$ cat src/rtl/pfi_pkg.sv
package pfi_pkg;
  localparam int LINE_OFF = 5;   // 32-byte lines
  localparam int PAGE_OFF = 12;  // 4-Kbyte pages

  typedef enum logic [2:0] {
    ST_IDLE,
    ST_READ,
    ST_CMP,
    ST_WBACK,
    ST_CLEAR
  } pfi_state_e;
endpackage

$ cat src/rtl/pfi_walker.sv
module pfi_walker #(
  parameter int LINE_W   = 7,
  parameter int N_ARRAYS = 2,
  parameter int ARR_W    = 1
) (
  input  logic              clk,
  input  logic              rst_n,
  input  logic              clear,
  input  logic              step,
  output logic [LINE_W-1:0] line,
  output logic [ARR_W-1:0]  arr,
  output logic              last
);
  localparam logic [ARR_W-1:0] ARR_LAST = ARR_W'(N_ARRAYS - 1);

  always_ff @(posedge clk) begin
    if (!rst_n || clear) begin
      line <= '0;
      arr  <= '0;
    end else if (step) begin
      line <= line + 1'b1;
      if (&line) arr <= arr + 1'b1;
    end
  end

  assign last = (&line) && (arr == ARR_LAST);
endmodule

$ cat src/rtl/pfi_match.sv
module pfi_match #(
  parameter int ADDR_W   = 32,
  parameter int SET_BITS = 7,
  parameter int LINE_W   = 7,
  parameter int PAGE_W   = 20,
  parameter int TAG_W    = 20
) (
  input  logic [PAGE_W-1:0]   page,
  input  logic [LINE_W-1:0]   line,
  input  logic                rd_valid,
  input  logic [TAG_W-1:0]    rd_tag,
  output logic [ADDR_W-1:0]   line_addr,
  output logic [SET_BITS-1:0] idx,
  output logic                hit
);
  import pfi_pkg::*;

  function automatic logic [ADDR_W-1:0] f_line_addr(input logic [PAGE_W-1:0] pg,
                                                    input logic [LINE_W-1:0] ln);
    return {pg, ln, {LINE_OFF{1'b0}}};
  endfunction

  function automatic logic [SET_BITS-1:0] f_index(input logic [ADDR_W-1:0] a);
    return a[LINE_OFF +: SET_BITS];
  endfunction

  function automatic logic [TAG_W-1:0] f_tag(input logic [ADDR_W-1:0] a);
    return a[ADDR_W-1 -: TAG_W];
  endfunction

  assign line_addr = f_line_addr(page, line);
  assign idx       = f_index(line_addr);
  assign hit       = rd_valid && (rd_tag == f_tag(line_addr));
endmodule

$ cat src/rtl/pfi_ctrl.sv
module pfi_ctrl (
  input  logic clk,
  input  logic rst_n,
  input  logic start,
  input  logic hit,
  input  logic rd_mod,
  input  logic flush,
  input  logic wb_ack,
  input  logic last,
  output logic tag_req,
  output logic tag_we,
  output logic wb_req,
  output logic step,
  output logic busy,
  output logic done,
  output logic chk_hit
);
  import pfi_pkg::*;

  pfi_state_e state, nxt;
  logic       finish;

  always_ff @(posedge clk) begin
    if (!rst_n) begin
      state <= ST_IDLE;
      done  <= 1'b0;
    end else begin
      state <= nxt;
      done  <= finish;
    end
  end

  always_comb begin
    nxt    = state;
    step   = 1'b0;
    finish = 1'b0;
    unique case (state)
      ST_IDLE:  if (start) nxt = ST_READ;
      ST_READ:  nxt = ST_CMP;
      ST_CMP: begin
        if (hit) begin
          nxt = (flush && rd_mod) ? ST_WBACK : ST_CLEAR;
        end else begin
          step   = 1'b1;
          finish = last;
          nxt    = last ? ST_IDLE : ST_READ;
        end
      end
      ST_WBACK: if (wb_ack) nxt = ST_CLEAR;
      ST_CLEAR: begin
        step   = 1'b1;
        finish = last;
        nxt    = last ? ST_IDLE : ST_READ;
      end
      default:  nxt = ST_IDLE;
    endcase
  end

  assign tag_req = (state == ST_READ);
  assign tag_we  = (state == ST_CLEAR);
  assign wb_req  = (state == ST_WBACK);
  assign busy    = (state != ST_IDLE);
  assign chk_hit = (state == ST_CMP) && hit;
endmodule

$ cat src/rtl/pfi_engine.sv
module pfi_engine #(
  parameter int ADDR_W   = 32,
  parameter int SET_BITS = 7,
  parameter int N_ARRAYS = 2
) (
  input  logic                                   clk,
  input  logic                                   rst_n,
  input  logic                                   cfg_we,
  input  logic [ADDR_W-pfi_pkg::PAGE_OFF-1:0]    cfg_page,
  input  logic                                   cfg_flush,
  output logic                                   tag_req,
  output logic                                   tag_we,
  output logic [((N_ARRAYS > 1) ? $clog2(N_ARRAYS) : 1)-1:0] tag_arr,
  output logic [SET_BITS-1:0]                    tag_idx,
  input  logic                                   tag_rvalid,
  input  logic                                   tag_rmod,
  input  logic [ADDR_W-pfi_pkg::LINE_OFF-SET_BITS-1:0] tag_rtag,
  output logic                                   wb_req,
  output logic [ADDR_W-1:0]                      wb_addr,
  input  logic                                   wb_ack,
  output logic                                   busy,
  output logic                                   done
);
  import pfi_pkg::*;

  localparam int PAGE_W = ADDR_W - PAGE_OFF;
  localparam int LINE_W = PAGE_OFF - LINE_OFF;
  localparam int TAG_W  = ADDR_W - LINE_OFF - SET_BITS;
  localparam int ARR_W  = (N_ARRAYS > 1) ? $clog2(N_ARRAYS) : 1;

  logic [PAGE_W-1:0] page_q;
  logic              flush_q;
  logic              start, walk_step, walk_last, hit_w, chk_hit;
  logic [LINE_W-1:0] line_w;
  logic [ARR_W-1:0]  arr_w;
  logic [ADDR_W-1:0] line_addr_w;

  assign start = cfg_we && !busy;

  always_ff @(posedge clk) begin
    if (!rst_n) begin
      page_q  <= '0;
      flush_q <= 1'b0;
    end else if (start) begin
      page_q  <= cfg_page;
      flush_q <= cfg_flush;
    end
  end

  pfi_walker #(.LINE_W(LINE_W), .N_ARRAYS(N_ARRAYS), .ARR_W(ARR_W)) u_walk (
    .clk(clk), .rst_n(rst_n), .clear(start), .step(walk_step),
    .line(line_w), .arr(arr_w), .last(walk_last)
  );

  pfi_match #(.ADDR_W(ADDR_W), .SET_BITS(SET_BITS), .LINE_W(LINE_W),
              .PAGE_W(PAGE_W), .TAG_W(TAG_W)) u_match (
    .page(page_q), .line(line_w), .rd_valid(tag_rvalid), .rd_tag(tag_rtag),
    .line_addr(line_addr_w), .idx(tag_idx), .hit(hit_w)
  );

  pfi_ctrl u_ctrl (
    .clk(clk), .rst_n(rst_n), .start(start), .hit(hit_w), .rd_mod(tag_rmod),
    .flush(flush_q), .wb_ack(wb_ack), .last(walk_last),
    .tag_req(tag_req), .tag_we(tag_we), .wb_req(wb_req), .step(walk_step),
    .busy(busy), .done(done), .chk_hit(chk_hit)
  );

  assign tag_arr = arr_w;
  assign wb_addr = line_addr_w;
endmodule

$ cat config.mk
export PLATFORM = sky130hd
export DESIGN_NAME = pfi_engine
export DESIGN_NICKNAME = d
export VERILOG_FILES = /design/src/rtl/pfi_pkg.sv /design/src/rtl/pfi_walker.sv /design/src/rtl/pfi_match.sv /design/src/rtl/pfi_ctrl.sv /design/src/rtl/pfi_engine.sv
export SDC_FILE = /design/constraint.sdc
export NUM_CORES = 1
export LEC_CHECK = 0
export BUFFER_PORTS_ARGS = -buffer_cell sky130_fd_sc_hd__buf_2
export CELL_PAD_IN_SITES_DETAIL_PLACEMENT = 0
export CELL_PAD_IN_SITES_GLOBAL_PLACEMENT = 1
export CORE_MARGIN = 3
export CORE_UTILIZATION = 28
export DETAILED_ROUTE_END_ITERATION = 10
export PLACE_DENSITY = 0.85
export SYNTH_ARGS = -nofsm -noshare
export SYNTH_HDL_FRONTEND = slang
export SYNTH_SLANG_ARGS = --single-unit
$ cat constraint.sdc
create_clock -name clk -period 1.6 [get_ports clk]
set_clock_uncertainty 0.05 [all_clocks]
set_input_delay 0.08 -clock clk [delete_from_list [all_inputs] [get_ports clk]]
set_output_delay 0.08 -clock clk [all_outputs]
set_load 0.03 [all_outputs]
**After elaboration in Yosys (flattened, before gate mapping)**

Index checks and enable logic that the tools add are counted.

- Flip-flop bits (word level): 33
- Logic and storage cells: 37
- Input bits: 47
- Output and inout bits: 45

- Equal/unequal tests: 7
- Muxes and demuxes: 10
- Reductions and logical operators: 12
- Add/sub/neg operators: 2

Operators with widths:

| kind | number |
|---|---|
| 20-bit equality test | 1 |
| 3-bit case mux with 5 select lines | 1 |
| 3-bit 2-to-1 mux | 4 |
| 8-bit AND reduction | 1 |
| 7-bit by 1-bit adder with 7-bit output, second input constant | 1 |
| 7-bit AND reduction | 1 |
| 3-bit by 2-bit equality test with 1-bit output, second input constant | 2 |
| 1-bit logical AND | 4 |
| 1-bit case mux with 2 select lines | 2 |
| 3-bit by 1-bit equality test with 1-bit output, second input constant | 1 |
| 3-bit equality test, second input constant | 1 |
| 3-bit logical NOT | 1 |
| 1-bit 2-to-1 mux | 3 |
| 3-bit nonzero test | 1 |
| 1-bit logical NOT | 2 |
| 2-bit by 1-bit != test with 1-bit output, second input constant | 1 |
| 2-bit != test, second input constant | 1 |
| 2-bit AND reduction | 1 |
| 1-bit adder, second input constant | 1 |
| 1-bit logical OR | 1 |

**Longest topological paths before layout**

- Word-level depth: 5
- Depth in mapped cells: 8
- Gate-level depth less buffers: 7

**Cells and area by module**

From an unflattened synthesis, not the netlist that was laid out.

- Cells, all modules: 236
- Area, all modules: 2,033.2 um^2

Modules (own cells, without submodules):

| module | times used | area an instance (um^2) | seq. area each (um^2) | cells an instance |
|---|---|---|---|---|
| pfi_engine | 1 | 878.3 | 420.4 | 93 |
| pfi_match | 1 | 520.5 | 0.0 | 67 |
| pfi_walker | 1 | 351.6 | 160.2 | 40 |
| pfi_ctrl | 1 | 282.8 | 80.1 | 36 |

**Worst setup path after synthesis**

No wires, ideal clock.

- Path type: reg2reg
- From: register u_walk.line[0]
- To: register u_ctrl.state[0]
- Cell stages (with the launch flop): 8
- Clock period less this slack: 1.820 ns
- Required time: 1.424 ns
- Library setup time: 0.126 ns
- Path buffers: 0
- Slack: -0.220 ns
- Arrival time: 1.644 ns
- Cells stage by stage: dfxtp_1 > ha_1 > and3_1 > and3_1 > and3_1 > nand2_1 > a22oi_1 > o211ai_1

- Longest elaborated chain between the ends: 5

Ends and longest elaborated chain:

| what | RTL line | source |
|---|---|---|
| start, declared | pfi_walker.sv:10 | `output logic [LINE_W-1:0] line,` |
| start signal, assigned | pfi_walker.sv:21 | `line <= line + 1'b1;` |
| 7-bit AND reduction * | -- |  |
| 1-bit logical AND * | pfi_walker.sv:26 | `assign last = (&line) && (arr == ARR_LAST);` |
| 1-bit 2-to-1 mux * | pfi_ctrl.sv:46, pfi_ctrl.sv:53 |  |
| 3-bit 2-to-1 mux | pfi_ctrl.sv:41 | `if (hit) begin` |
| 3-bit case mux with 5 select lines * | pfi_ctrl.sv:37 | `unique case (state)` |
| end signal, assigned | pfi_ctrl.sv:28 | `state <= nxt;` |
| end, declared | pfi_ctrl.sv:20 | `pfi_state_e state, nxt;` |

Mark *: on every way between the ends. The rest lies on a longest branch, timed or not.
A chain may end at the register's enable or synchronous reset.

**Final worst setup path**

- From: register page_q[7]
- To: register u_walk.line[1]

- Longest elaborated chain between the ends: 4

Ends and longest elaborated chain:

| what | RTL line | source |
|---|---|---|
| start, declared | pfi_engine.sv:31 | `logic [PAGE_W-1:0] page_q;` |
| start signal, assigned | pfi_engine.sv:45 | `page_q <= cfg_page;` |
| 20-bit equality test | pfi_match.sv:33 | `assign hit = rd_valid && (rd_tag == f_tag(line_addr));` |
| 1-bit logical AND | pfi_match.sv:33 |  |
| 1-bit 2-to-1 mux | pfi_ctrl.sv:41 |  |
| 1-bit case mux with 2 select lines | pfi_ctrl.sv:37 |  |

No other way between the ends.

==> metrics.md <==
| Metric | Value |
|---|---|
| Yosys reg bits | 33 |
| Worst endpoint data arrival time | between 1.5 and 2 ns |
| Final-report max-slew violation count | 0 |
| Peak supply drop | ~0.00053 V |
| Initial DRC Count | 66 |
| Routed length per instance | 12.7 um |
| Pwr per Cell Area | 861 nW/um2 |
| Total GRT Usage | 0.149 |
| Endpoint type of the worst setup path | flip-flop |
| Commonest non-fill, non-tap cells in the layout | 86 x buf_2, 51 x nand2_1, 34 x buf_4 |
| Vias | 1896 |
| CTS H-Tree Depth | 2 |
| DR pass1 iterations | 4 |
| Setup total negative slack | -1.23 ns |
| Global route total overflow | 0 |
| Min-delay src | cfg_page[4] |
| IO Pins | 92 |
| Final HPWL DP | 3800 um |
| Met2 routed WL | 2870 um |
| Diodes inserted | 0 |
| Placed Area | 2470 um2 |
| Final hold vios | 0 |
| Cell Rows | 27 |
| CP Class | reg2reg |
| Final Non-Filler Cells | approximately 420 |
| Worst reg-to-reg path cell count | 7 |
| Post-synth EDFFs | 0 |
| Initial antenna violation count | 0 |
| Synth area leader | dfxtp_1 |
| Fillers | 526 |
| Lkg Pwr | 0.00141 uW |
| WHS Path Cells | 3 |
| Post-Route WL | 5330 um |
| WHS Endpoint | page_q[4]$_SDFFE_PN0P_ |
| Top Layer Used | met4 |
| P_int | 1730 uW |
| Initial core utilization | 0.300 |
| DIE AREA | 7100 um2 |
| CTS clk-pin slew, worst paths | 0.08 ns |
| Failing checks | setup timing |
| Clock Tree Buf Depth | 2 |
| Cell count after synthesis | 212 |
| Post-route minimum period | approximately 1.7 ns |
| Met3 WL | 280 um |
| Chip width | 84.2 um |
| Netlist Area Pre-Place | 1710 um2 |
| Post-layout util | 0.522 |
| Max Freq | between 500 and 600 MHz |
| CTS tree | built |
| Syn avg cell area | ~8.1 um2 |
| Largest net degree at the start of global routing | 24 |
| Comb power frac | 0.323 |
| Slowest CP cell | nor4_4 |
| Final Cycle Share | 1.08 |
| CTS root buf | clkbuf_8 |
| Post-route ant nets | 0 |
| Placer Congestion | 0.828 |
| First-pass GRT wire length | ~8600 um |
| Seq/Total Area, Yosys | 0.385 |
| Top area cells in the synthesized netlist | dfxtp_1 39%, nand2_1 11%, a21boi_0 9.2%, xnor2_1 9.2%, buf_4 5.3% |
| Crit path cell chain | xnor2_2 > nand4_1 > nor4_4 > a31oi_4 > buf_6 > mux2i_1 > nor2_1 |
| Seq pwr share | 0.367 |
| Placed cell count | about 390 |
| Die H | 84.2 um |
| Core Region | between 5000 and 6000 um2 |
| Clk pwr share | 0.309 |
| Max-cap violations | 0 |
| Worst reg2reg endpoint | u_walk.line[1]$_SDFFE_PP0P_ |
| Status | finished, violations left |
| Total Power | 2560 uW |
| RSZ-0062 raised after global routing | yes |
| Via density | 4.50 |
| Switching share of power | 0.324 |
| Crit path max fanout | 7 |
| Setup WS post-layout | -0.132 ns |
| Req. time, crit path | 1.72 ns |
| Top FF cell, synth | dfxtp_1 |
| TritonCTS Buffers | 5 |
| DR DRC count | 0 |
| Number of global-route vias before repair | 1865 |
| PortBufs | 86 |
| HP Class | in2reg |
| Yosys top cell area share | 0.385 |
| Commonest non-fill, non-tap cell in the layout | buf_2 |
| Final setup viols | 12 |
| M1 WL | 2120 um |
| Num Clock Sinks | 33 |
| Total of warnings raised by yosys | 0 |
| Sw Pwr | 830 uW |
| CP peak stage delay | 0.39 ns |
| Nets@finish | 396 |
| Reg2Reg Setup Slack | -0.13 ns |
| Async set-reset flop share out of synthesis | 0 |
| Final Cell Area | 2980 um2 |
| Area Overhead vs Synth | 73.8% |
| Yosys cell types | 38 |
| Setup crit start kind | flip-flop |
| Layout cell share with drive strength beyond 1 | 0.533 |
| Worst r2r src | page_q[7]$_SDFFE_PN0P_ |
| Skew-Pair Late Insertion Delay | 0.29 ns |
## metrics by stage
step / hold WS [ns] / setup slack (ns)
2_1_floorplan: 0.164 / -0.0208
3_3_place_gp: 0.270 / -0.183
3_5_place_dp: 0.276 / -0.232
4_1_cts: 0.0232 / -0.125
5_1_grt: 0.0401 / -0.239
6_report: 0.0271 / -0.132
## state kept, by name, summed over array words and instances, names as in the netlist
register and count:
u_ctrl.done 1, flush_q 1, u_walk.line 7, u_ctrl.state 3, page_q 20, u_walk.arr 1
## cells by family after synthesis
kind of cell	synth area share
buffers and inverters	0.0839
adder cells (fa/ha/maj)	0.00730
multiplexers	0.00584
AND/OR/NAND/NOR	0.263
flip-flops	0.385
other	0.00219
AO/OA/AOI/OAI	0.145
XOR/XNOR	0.107
## power groups by stage
stage | clock network, uW | registers (uW) | logic (uW)
final | 794 | 942 | 828
after global routing | 858 | 951 | 895
after CTS | 828 | 940 | 804
after detailed placement | 0 | 957 | 714
after global placement | 0 | 954 | 709
after floorplan | 0 | 1060 | 319
## critical path, delay by kind of cell, from the launching register on
family,cells,cell delay (ns)
compound gates,1,0.18
xor+xnor,1,0.13
buf+inv,1,0.16
flops,1,0.36
mux,1,0.13
simple gates,3,0.60
## Yosys cell counts (2+ instances only)
cell type and instances:
xnor2_1 18, a21boi_0 21, buf_4 12, a21oi_1 7
dfxtp_1 33, clkbuf_1 6, inv_1 3, nand2_1 52
and3_1 8, nor2_1 10, nor3_1 3, nand4_1 5
nand3_1 6, xor2_1 3, nor3_2 2
## what timing repair did
item | 4_1_cts | 5_1_grt
endpoints found under the setup margin | 12 | 16
endpoints found under the hold margin | 20 | 0
buffers inserted | 4 | 1
pin swaps | 12 | 4
gates resized for setup | 17 | 10
hold buffers | 20 | 0
## per-layer routing
layer | up-vias | global-route usage
met3 | 4 | 0.0373
met4 | 0 | 0.0482
met2 | 56 | 0.277
met1 | 869 | 0.165
li1 | 967 | -
met5 | - | 0
## layout make-up
| class | instances | area (um2) | area share |
|---|---|---|---|
| Clock buffer | 5 | 68.8 | 0.0231 |
| Timing Repair Buffer | 145 | 951 | 0.319 |
| Inverter | 4 | 15.0 | 0.00504 |
| Clock inverter | 3 | 46.3 | 0.0155 |
| Tap cell | 72 | 90.1 | 0.0302 |
| Multi-Input combinational cell | 159 | 1090 | 0.365 |
| Sequential cell | 33 | 722 | 0.242 |
## how the worst max path moves through the flow
stage                                        from                            to  depth (start not counted)
after floorplan            page_q[8]$_SDFFE_PN0P_  u_ctrl.state[0]$_SDFFE_PN0P_                          6
after global placement    page_q[12]$_SDFFE_PN0P_   u_walk.line[2]$_SDFFE_PP0P_                          7
after detailed placement   page_q[5]$_SDFFE_PN0P_   u_walk.line[2]$_SDFFE_PP0P_                          7
after CTS                  page_q[7]$_SDFFE_PN0P_   u_walk.line[1]$_SDFFE_PP0P_                          7
after global routing      page_q[10]$_SDFFE_PN0P_   u_walk.line[1]$_SDFFE_PP0P_                          7
final                      page_q[7]$_SDFFE_PN0P_   u_walk.line[1]$_SDFFE_PP0P_                          7
Note: power is estimated with default switching activity, not from simulation.
